**src/rtl/adpll_lf_pkg.sv**
```systemverilog
// Shared definitions for the loop filter: smoothing-depth codes and the
// per-section coefficient shift. Assumes sections alternate between two shifts.
package adpll_lf_pkg;

    typedef enum logic [1:0] {
        POLES_NONE  = 2'b00,
        POLES_TWO   = 2'b01,
        POLES_FOUR  = 2'b10,
        POLES_FOURB = 2'b11
    } pole_sel_e;

    // Coefficient shift of section idx: even sections use sh_a, odd ones sh_b.
    function automatic int stage_shift(input int idx, input int sh_a, input int sh_b);
        return ((idx % 2) == 0) ? sh_a : sh_b;
    endfunction

endpackage

```
**src/rtl/lf_integrator.sv**
```systemverilog
// Saturating integrator of the phase error.
// Adds each accepted sample to the accumulator and clips at the signed
// INT_W limits instead of wrapping. Assumes ERR_W < INT_W.
module lf_integrator #(
    parameter int ERR_W = 13,
    parameter int INT_W = 20
) (
    input  logic                    clk,
    input  logic                    rst_n,
    input  logic                    upd,
    input  logic signed [ERR_W-1:0] err_in,
    output logic signed [INT_W-1:0] acc_q
);
    localparam int EXT_W = INT_W + 1;
    localparam logic signed [EXT_W-1:0] ACC_MAX = EXT_W'((64'sd1 <<< (INT_W - 1)) - 64'sd1);
    localparam logic signed [EXT_W-1:0] ACC_MIN = -ACC_MAX - EXT_W'(1);

    logic signed [EXT_W-1:0] sum_w;
    logic signed [INT_W-1:0] acc_nxt;

    // Widened sum and clip to the accumulator range.
    always_comb begin
        sum_w = EXT_W'(acc_q) + EXT_W'(err_in);
        if (sum_w > ACC_MAX)
            acc_nxt = ACC_MAX[INT_W-1:0];
        else if (sum_w < ACC_MIN)
            acc_nxt = ACC_MIN[INT_W-1:0];
        else
            acc_nxt = sum_w[INT_W-1:0];
    end

    // Accumulator register, advanced only on accepted samples.
    always_ff @(posedge clk) begin
        if (!rst_n)
            acc_q <= '0;
        else if (upd)
            acc_q <= acc_nxt;
    end

endmodule

```
**src/rtl/lf_iir_stage.sv**
```systemverilog
// One single-pole low-pass section with a power-of-two coefficient.
// Computes y + ((x - y) >>> SHIFT); the shift floors. Presents the updated
// value combinationally so the next section sees the same sample's result.
// Assumes |x| stays within the Y_W range, so y stays within it too.
module lf_iir_stage #(
    parameter int Y_W   = 22,
    parameter int SHIFT = 3
) (
    input  logic                  clk,
    input  logic                  rst_n,
    input  logic                  upd,
    input  logic signed [Y_W-1:0] x_in,
    output logic signed [Y_W-1:0] y_next
);
    localparam int D_W = Y_W + 1;

    logic signed [Y_W-1:0] y_q;
    logic signed [D_W-1:0] diff;
    logic signed [D_W-1:0] corr;

    // Correction term and the section's next value.
    always_comb begin
        diff   = D_W'(x_in) - D_W'(y_q);
        corr   = diff >>> SHIFT;
        y_next = y_q + $signed(corr[Y_W-1:0]);
    end

    // Section state, advanced only on accepted samples.
    always_ff @(posedge clk) begin
        if (!rst_n)
            y_q <= '0;
        else if (upd)
            y_q <= y_next;
    end

endmodule

```
**src/rtl/lf_combiner.sv**
```systemverilog
// Output stage: forms acc*2^FRAC_W + GAIN*prop, rounds half away from zero
// to an integer, clips to OUT_W signed and registers the result with its flag.
// Assumes SUM_W holds both terms with margin.
module lf_combiner #(
    parameter int INT_W  = 20,
    parameter int Y_W    = 22,
    parameter int FRAC_W = 8,
    parameter int GAIN   = 5,
    parameter int OUT_W  = 13,
    parameter int SUM_W  = 32
) (
    input  logic                    clk,
    input  logic                    rst_n,
    input  logic                    vld_in,
    input  logic signed [INT_W-1:0] acc,
    input  logic signed [Y_W-1:0]   prop,
    output logic signed [OUT_W-1:0] tune_out,
    output logic                    tune_vld
);
    localparam logic signed [SUM_W-1:0] GAIN_S  = SUM_W'(GAIN);
    localparam logic signed [SUM_W-1:0] HALF    = SUM_W'(64'sd1 <<< (FRAC_W - 1));
    localparam logic signed [SUM_W-1:0] OUT_MAX = SUM_W'((64'sd1 <<< (OUT_W - 1)) - 64'sd1);
    localparam logic signed [SUM_W-1:0] OUT_MIN = -OUT_MAX - SUM_W'(1);

    logic signed [SUM_W-1:0] sum_w;
    logic signed [SUM_W-1:0] mag;
    logic signed [SUM_W-1:0] rnd_mag;
    logic signed [SUM_W-1:0] rnd;
    logic signed [OUT_W-1:0] tune_nxt;

    // Weighted sum of the two paths.
    always_comb begin
        sum_w = (SUM_W'(acc) <<< FRAC_W) + (SUM_W'(prop) * GAIN_S);
    end

    // Symmetric rounding on the magnitude, then clip to the output range.
    always_comb begin
        mag     = (sum_w < 0) ? -sum_w : sum_w;
        rnd_mag = (mag + HALF) >>> FRAC_W;
        rnd     = (sum_w < 0) ? -rnd_mag : rnd_mag;
        if (rnd > OUT_MAX)
            tune_nxt = OUT_MAX[OUT_W-1:0];
        else if (rnd < OUT_MIN)
            tune_nxt = OUT_MIN[OUT_W-1:0];
        else
            tune_nxt = rnd[OUT_W-1:0];
    end

    // Output register: a new word only when the pipeline presents one.
    always_ff @(posedge clk) begin
        if (!rst_n) begin
            tune_out <= '0;
            tune_vld <= 1'b0;
        end else begin
            tune_vld <= vld_in;
            if (vld_in)
                tune_out <= tune_nxt;
        end
    end

endmodule

```
**src/rtl/adpll_loop_filter.sv**
```systemverilog
// Loop filter top: integrator plus gained proportional path smoothed by a
// selectable chain of single-pole sections. Two-edge latency from sample to
// tuning word. Assumes at most one sample per clock and N_STAGE >= 2.
module adpll_loop_filter
    import adpll_lf_pkg::*;
#(
    parameter int ERR_W   = 13,
    parameter int OUT_W   = 13,
    parameter int INT_W   = 20,
    parameter int FRAC_W  = 8,
    parameter int GAIN    = 5,
    parameter int N_STAGE = 4,
    parameter int SHIFT_A = 3,
    parameter int SHIFT_B = 4
) (
    input  logic                    clk,
    input  logic                    rst_n,
    input  logic                    err_vld,
    input  logic signed [ERR_W-1:0] err_in,
    input  logic [1:0]              pole_sel,
    output logic signed [OUT_W-1:0] tune_out,
    output logic                    tune_vld
);
    localparam int Y_W    = ERR_W + FRAC_W + 1;
    localparam int GAIN_W = $clog2(GAIN + 1) + 1;
    localparam int A_W    = INT_W + FRAC_W;
    localparam int P_W    = Y_W + GAIN_W;
    localparam int SUM_W  = ((A_W > P_W) ? A_W : P_W) + 2;
    localparam int TWO_IDX = 2;

    logic signed [Y_W-1:0]   chain [0:N_STAGE];
    logic signed [Y_W-1:0]   prop_sel;
    logic signed [Y_W-1:0]   prop_q;
    logic signed [INT_W-1:0] acc_q;
    logic                    vld_q;

    // Sample in fixed point: FRAC_W fractional bits.
    always_comb begin
        chain[0] = {{(Y_W - ERR_W){err_in[ERR_W-1]}}, err_in} <<< FRAC_W;
    end

    lf_integrator #(
        .ERR_W (ERR_W),
        .INT_W (INT_W)
    ) u_int (
        .clk    (clk),
        .rst_n  (rst_n),
        .upd    (err_vld),
        .err_in (err_in),
        .acc_q  (acc_q)
    );

    for (genvar g = 0; g < N_STAGE; g++) begin : g_stage
        lf_iir_stage #(
            .Y_W   (Y_W),
            .SHIFT (stage_shift(g, SHIFT_A, SHIFT_B))
        ) u_stage (
            .clk    (clk),
            .rst_n  (rst_n),
            .upd    (err_vld),
            .x_in   (chain[g]),
            .y_next (chain[g+1])
        );
    end

    // Tap selection by smoothing depth.
    always_comb begin
        case (pole_sel_e'(pole_sel))
            POLES_NONE: prop_sel = chain[0];
            POLES_TWO:  prop_sel = chain[TWO_IDX];
            default:    prop_sel = chain[N_STAGE];
        endcase
    end

    // First pipeline stage: proportional term and strobe.
    always_ff @(posedge clk) begin
        if (!rst_n) begin
            prop_q <= '0;
            vld_q  <= 1'b0;
        end else begin
            vld_q <= err_vld;
            if (err_vld)
                prop_q <= prop_sel;
        end
    end

    lf_combiner #(
        .INT_W  (INT_W),
        .Y_W    (Y_W),
        .FRAC_W (FRAC_W),
        .GAIN   (GAIN),
        .OUT_W  (OUT_W),
        .SUM_W  (SUM_W)
    ) u_comb (
        .clk      (clk),
        .rst_n    (rst_n),
        .vld_in   (vld_q),
        .acc      (acc_q),
        .prop     (prop_q),
        .tune_out (tune_out),
        .tune_vld (tune_vld)
    );

endmodule

```
**config.mk**
```make
export PLATFORM = sky130hd
export DESIGN_NAME = adpll_loop_filter
export DESIGN_NICKNAME = d
export VERILOG_FILES = /design/src/rtl/adpll_lf_pkg.sv /design/src/rtl/lf_integrator.sv /design/src/rtl/lf_iir_stage.sv /design/src/rtl/lf_combiner.sv /design/src/rtl/adpll_loop_filter.sv
export SDC_FILE = /design/constraint.sdc
export NUM_CORES = 1
export LEC_CHECK = 0
export BUFFER_PORTS_ARGS = -buffer_cell sky130_fd_sc_hd__buf_2
export CAP_MARGIN = 15
export CORE_MARGIN = 2
export CORE_UTILIZATION = 55
export DETAILED_ROUTE_END_ITERATION = 8
export PLACE_DENSITY = 0.78
export SYNTH_ARGS = -nofsm -noshare
export SYNTH_HDL_FRONTEND = slang
export SYNTH_SLANG_ARGS = --single-unit
```
**constraint.sdc**
```tcl
create_clock -name clk -period 14 [get_ports clk]
set_input_delay 0.7 -clock clk [delete_from_list [all_inputs] [get_ports clk]]
set_output_delay 0.7 -clock clk [all_outputs]
set_load 0.02 [all_outputs]
```
======== Word-level counts from Yosys, hierarchy flattened ========
Cells that the tools add are included.
storage, ports and cells
  register bits after elaboration ......... 145
  latch bits .............................. 0
  RAM bits ................................ 0
  bits in read-only memories .............. 0
  output and inout port bits .............. 14
  word-level logic and storage cells ...... 37
  memories ................................ 0
operators by class
  add/sub/neg operators ................... 13
  multipliers ............................. 1
  div/mod/pow operators ................... 0
  $lt $le $gt $ge ......................... 5
  equal/unequal tests ..................... 1
  shift-type cells ........................ 0
  mux-type cells .......................... 7
  bitwise gates (word level) .............. 0
  reductions and logical operators ........ 1
operators by type and width
  kind                                                                                count
  22-bit by 22-bit subtractor with 23-bit output                                      3
  30-bit two-way mux                                                                  2
  22-bit by 19-bit adder with 22-bit output                                           2
  22-bit by 20-bit adder with 22-bit output                                           2
  22-bit one-hot mux with 2 select lines                                              1
  20-bit two-way mux                                                                  2
  30-bit by 9-bit adder with 30-bit output (second input constant)                    1
  30-bit by 13-bit greater-than comparator with 1-bit output (second input constant)  1
  30-bit by 1-bit < comparator with 1-bit output (second input constant)              1
  30-bit by 13-bit < comparator with 1-bit output (second input constant)             1
  22-bit negator with 30-bit output                                                   1
  30-bit negator                                                                      1
  28-bit by 26-bit adder with 29-bit output                                           1
  22-bit by 4-bit multiplier with 26-bit output (second input constant)               1
  13-bit two-way mux                                                                  2
  21-bit by 22-bit subtractor with 23-bit output                                      1
  20-bit by 13-bit adder with 21-bit output                                           1
  21-bit by 20-bit greater-than comparator with 1-bit output (second input constant)  1
  21-bit by 20-bit < comparator with 1-bit output (second input constant)             1
  2-bit by 1-bit == test with 1-bit output (second input constant)                    1
  2-bit zero test                                                                     1

======== Longest topological paths before layout ========
  word-level depth ........................ 10
  gate-level depth with buffers ........... 62

======== By module ========
From an unflattened synthesis, not the netlist that was laid out.
second synthesis, totals
  cell total of the unflattened synthesis .. 2483
  area total of the unflattened synthesis .. 19872.8 um^2
modules (own cells, without submodules)
  module                                  instances  cells an instance  area an instance (um^2)
  lf_iir_stage at g_stage[0].u_stage ...  2          386                2935.3
  lf_iir_stage at g_stage[1].u_stage ...  2          341                2800.2
  lf_combiner                             1          678                5227.5
  lf_integrator                           1          230                1970.6
  adpll_loop_filter                       1          121                1203.7

======== Worst setup path before layout ========
No wires, ideal clock.
  path kind ............................... register -> register
  start ................................... register g_stage[0].u_stage.y_q[2]
  end ..................................... register prop_q[21]
  setup time .............................. 0.076 ns
  data arrival time ....................... 11.035 ns
  data required time ...................... 13.924 ns
  path slack .............................. 2.890 ns
  cell stages (with the launch flop) ...... 54
  cells stage by stage .................... dfxtp_1 or3_1 nor4b_1 nor2_1 ha_1 o21a_1 o21a_1 o21ai_0 a21boi_0 o21ai_0 a21boi_0 o21ai_0 a21boi_0 o21ai_0 a21boi_0 o311a_1 a21oi_1 ha_1 (+18 left out) a21oi_1 nor2_1 xor2_1 ha_1 nand3_1 a2111oi_0 o31ai_1 a41oi_1 inv_1 ha_1 nand3_1 o2111ai_1 a21o_1 a21oi_1 xnor2_1 xnor2_1 a31oi_1 a21boi_0
RTL lines
  element                   line                     source
  start: declaration        lf_iir_stage.sv:17       logic signed [Y_W-1:0] y_q;
  start signal: assignment  lf_iir_stage.sv:33       y_q <= y_next;
  end signal: assignment    adpll_loop_filter.sv:83  prop_q <= prop_sel;
  end: declaration          adpll_loop_filter.sv:33  logic signed [Y_W-1:0] prop_q;

==> flow_metrics.py <==
metrics = {
    "worst_hold_path": {
        "class_of_the_tightest_hold_or_removal_check": "reg2reg",
    },
    "sta": {
        "worst_clock_skew_ns": 0.0104,
        "finalHoldViolCount": 0,
        "finalSetupViolations": 0,
        "period_needed_ns": 12.85,
        "tightest_slew_ns": 1.12,
        "fmax_ghz": 0.0778,
        "rsz0062_at_grt": "no",
        "final_min_period_over_clock_period": 0.918,
        "max_slew_headroom": 0.252,
        "slew_viol_final": 0,
        "fin_tns_setup_ns": 0,
    },
    "drt": {
        "avgRoutedWirePerCell_microns": 16.0,
        "vias": 16200,
        "drt-initial-drc-count": 1037,
        "ant_nets": 0,
        "postRouteWirelength_microns": 43900,
        "dr.pass1.iters": 5,
        "routed_via_density": 5.90,
        "total_drc_errors_in_the_routed_layout": 0,
    },
    "logic_synthesis": {
        "synth_cell_type_count": 101,
        "synth_top_area_frac": 0.168,
        "yosys-top-cells-area": "sky130_fd_sc_hd__ha_1 17%, sky130_fd_sc_hd__dfxtp_1 16%, sky130_fd_sc_hd__xnor2_1 7.2%",
        "syn_inst": 2312,
        "synth-async-reset-ratio": 0,
        "netlist.top_cell.by_area": "sky130_fd_sc_hd__ha_1",
        "synth.ff_latch_count": 145,
        "synth-main-ff-cell": "sky130_fd_sc_hd__dfxtp_1",
        "post_synth_instance_area_sq_um": 18000,
        "synthesis.yosys.warnings": 0,
        "synth_top_cells_by_count": "243 x sky130_fd_sc_hd__inv_1, 242 x sky130_fd_sc_hd__ha_1, 177 x sky130_fd_sc_hd__nor2_1",
        "syn_nets": 2592,
        "synth_sequential_area_ratio": 0.161,
        "post_synth.cell_area_avg_sq_um": 7.81,
        "synth_enable_flop_cells": 0,
        "post-synth-top-count-cell": "sky130_fd_sc_hd__inv_1",
    },
    "clocking": {
        "cts_num_sinks": 145,
        "clock_latency_late_sink_ns": 0.45,
        "worst_setup_hold_path_clk_slew_ns": 0.07,
        "ctsHtreeMaxLevel": 4,
        "clockBufferDepth": 2,
        "cts-buffers-inserted": 17,
        "ctsRootBufferMaster": "sky130_fd_sc_hd__clkbuf_16",
        "tritoncts": "built",
    },
    "place": {
        "finalWeightedCongestion": 0.902,
        "detailed_place_hpwl_microns": 33700,
        "io_buffers": 31,
    },
    "critical_path": {
        "cp_max_fo": 8,
        "cp-end-kind": "flip-flop",
        "slowest_stage": "sky130_fd_sc_hd__o311ai_0",
        "critical_path.startpoint_type": "flip-flop",
        "critical-path-max-stage-delay_ns": 0.77,
        "critPathKind": "reg2reg",
        "cp.arrival_ns": 13.22,
        "required_time_reported_for_the_critical_path_endpoint_ns": 14.37,
    },
    "cells_and_area": {
        "final_layout_size_suffix_gt1_frac": 0.0598,
        "num-nets-final": 2573,
        "antenna_cells": 0,
        "areaGrowthSynthToFinish_pct": 5.80,
    },
    "status": {
        "run_status": "completed",
    },
    "floorplanning": {
        "die_height_microns": 185,
        "initial_core_util": 0.556,
        "die-area_sq_um": 34300,
        "die-width_microns": 185,
        "area_of_the_core_sq_um": 32500,
        "design.portCount": 32,
        "rows": 66,
    },
    "global_routing": {
        "grt_pass1_vias": 15800,
        "grt_pass1_wl_microns": 72800,
        "grt_use_total": 0.257,
        "residual_overflow_from_global_routing": 0,
        "grt_antenna_before_repair": 0,
        "pin_count_of_the_biggest_net_entering_global_routing": 98,
    },
    "flow_run": {
        "maximum_capacitance_violations": 0,
    },
}
[worst max-delay path, delay by kind of cell (launching register included)]
kind	cells	cell delay, ns
buf+inv	2	0.25
flops	1	0.39
compound gates	29	6.34
xor+xnor	7	1.46
simple gates	10	1.96
fa+ha+maj	7	2.33
[layout make-up]
class	instances	area [sq um]
Clock inverter	13	140
Multi-Input combinational cell	1845	13900
Inverter	244	916
Tap cell	442	553
Sequential cell	145	2900
Clock buffer	19	443
Fill cell	2840	13400
Timing Repair Buffer	40	235
[metal layers]
layer  vias to the layer above  wire, microns  track usage
met5                         -              0            0
met4                         0           1340       0.0968
met3                        97           1900       0.0340
met2                       408          21600        0.467
met1                      7591          19100        0.307
li1                       8127              -            -
[layout by cell type, fill, tap and decap left out, types with 38 or more instances in the layout]
cell                      instances
sky130_fd_sc_hd__a21oi_1        142
sky130_fd_sc_hd__inv_1          243
sky130_fd_sc_hd__nor2b_1        109
sky130_fd_sc_hd__o21ai_0        124
sky130_fd_sc_hd__nor3_1          74
sky130_fd_sc_hd__nor2_1         176
sky130_fd_sc_hd__xor2_1          49
sky130_fd_sc_hd__ha_1           242
sky130_fd_sc_hd__nand3_1         47
sky130_fd_sc_hd__dfxtp_1        145
sky130_fd_sc_hd__o21a_1          38
sky130_fd_sc_hd__mux2i_1         98
sky130_fd_sc_hd__xnor2_1        148
sky130_fd_sc_hd__nand2_1        124
[registers in the layout, summed over array words and instances (netlist names)]
| name | flops |
|---|---|
| u_int.acc_q | 20 |
| g_stage.u_stage.y_q | 88 |
| prop_q | 22 |
| u_comb.tune_vld | 1 |
| vld_q | 1 |
| u_comb.tune_out | 13 |
[per-stage QoR]
stage                     instances   util  cell area [sq um]  worst slack [ns]  hold slack (ns)
after floorplan                2312      -              18000              2.89            0.470
after global placement         2715  0.570              18500              1.54            0.456
after detailed placement       2715  0.570              18500              1.15            0.467
after CTS                      2747  0.588              19100              1.06            0.475
after global routing           2748  0.588              19100            0.0358            0.506
final                          2748  0.588              19100              1.15            0.474
[cells by family (layout without fill, tap and decap cells)]
family	count (synthesis)	after routing	synth area share
xor+xnor	200	200	0.0986
simple gates	684	684	0.197
buf+inv	322	316	0.0696
flops	145	145	0.161
compound gates	579	579	0.217
mux	100	100	0.0556
fa+ha+maj	282	282	0.201
[path summary, 6_finish.rpt]
| kind | startpoint | to | slack, ns | depth (start not counted) |
|---|---|---|---|---|
| setup / recovery | g_stage[0].u_stage.y_q[3]$_SDFFE_PN0P_ | prop_q[21]$_SDFFE_PN0P_ | 1.15 | 55 |
| hold / removal | u_comb.tune_out[0]$_SDFFE_PN0P_ | u_comb.tune_out[0]$_SDFFE_PN0P_ | 0.47 | 2 |
| setup reg to reg | g_stage[0].u_stage.y_q[3]$_SDFFE_PN0P_ | prop_q[21]$_SDFFE_PN0P_ | 1.15 | 55 |
| hold reg to reg | u_comb.tune_out[0]$_SDFFE_PN0P_ | u_comb.tune_out[0]$_SDFFE_PN0P_ | 0.47 | 2 |
[repair_timing]
| item | 4_1_cts | 5_1_grt |
|---|---|---|
| endpoints found under the setup margin | 0 | 2 |
| endpoints found under the hold margin | 0 | 0 |
| hold buffers | 0 | 0 |
| resized for setup | 0 | 2 |
| setup buffers | 0 | 0 |
Power is left out: the tool's default activity adds up to more than one toggle a clock period on the data nets, which glitch-free logic cannot reach.
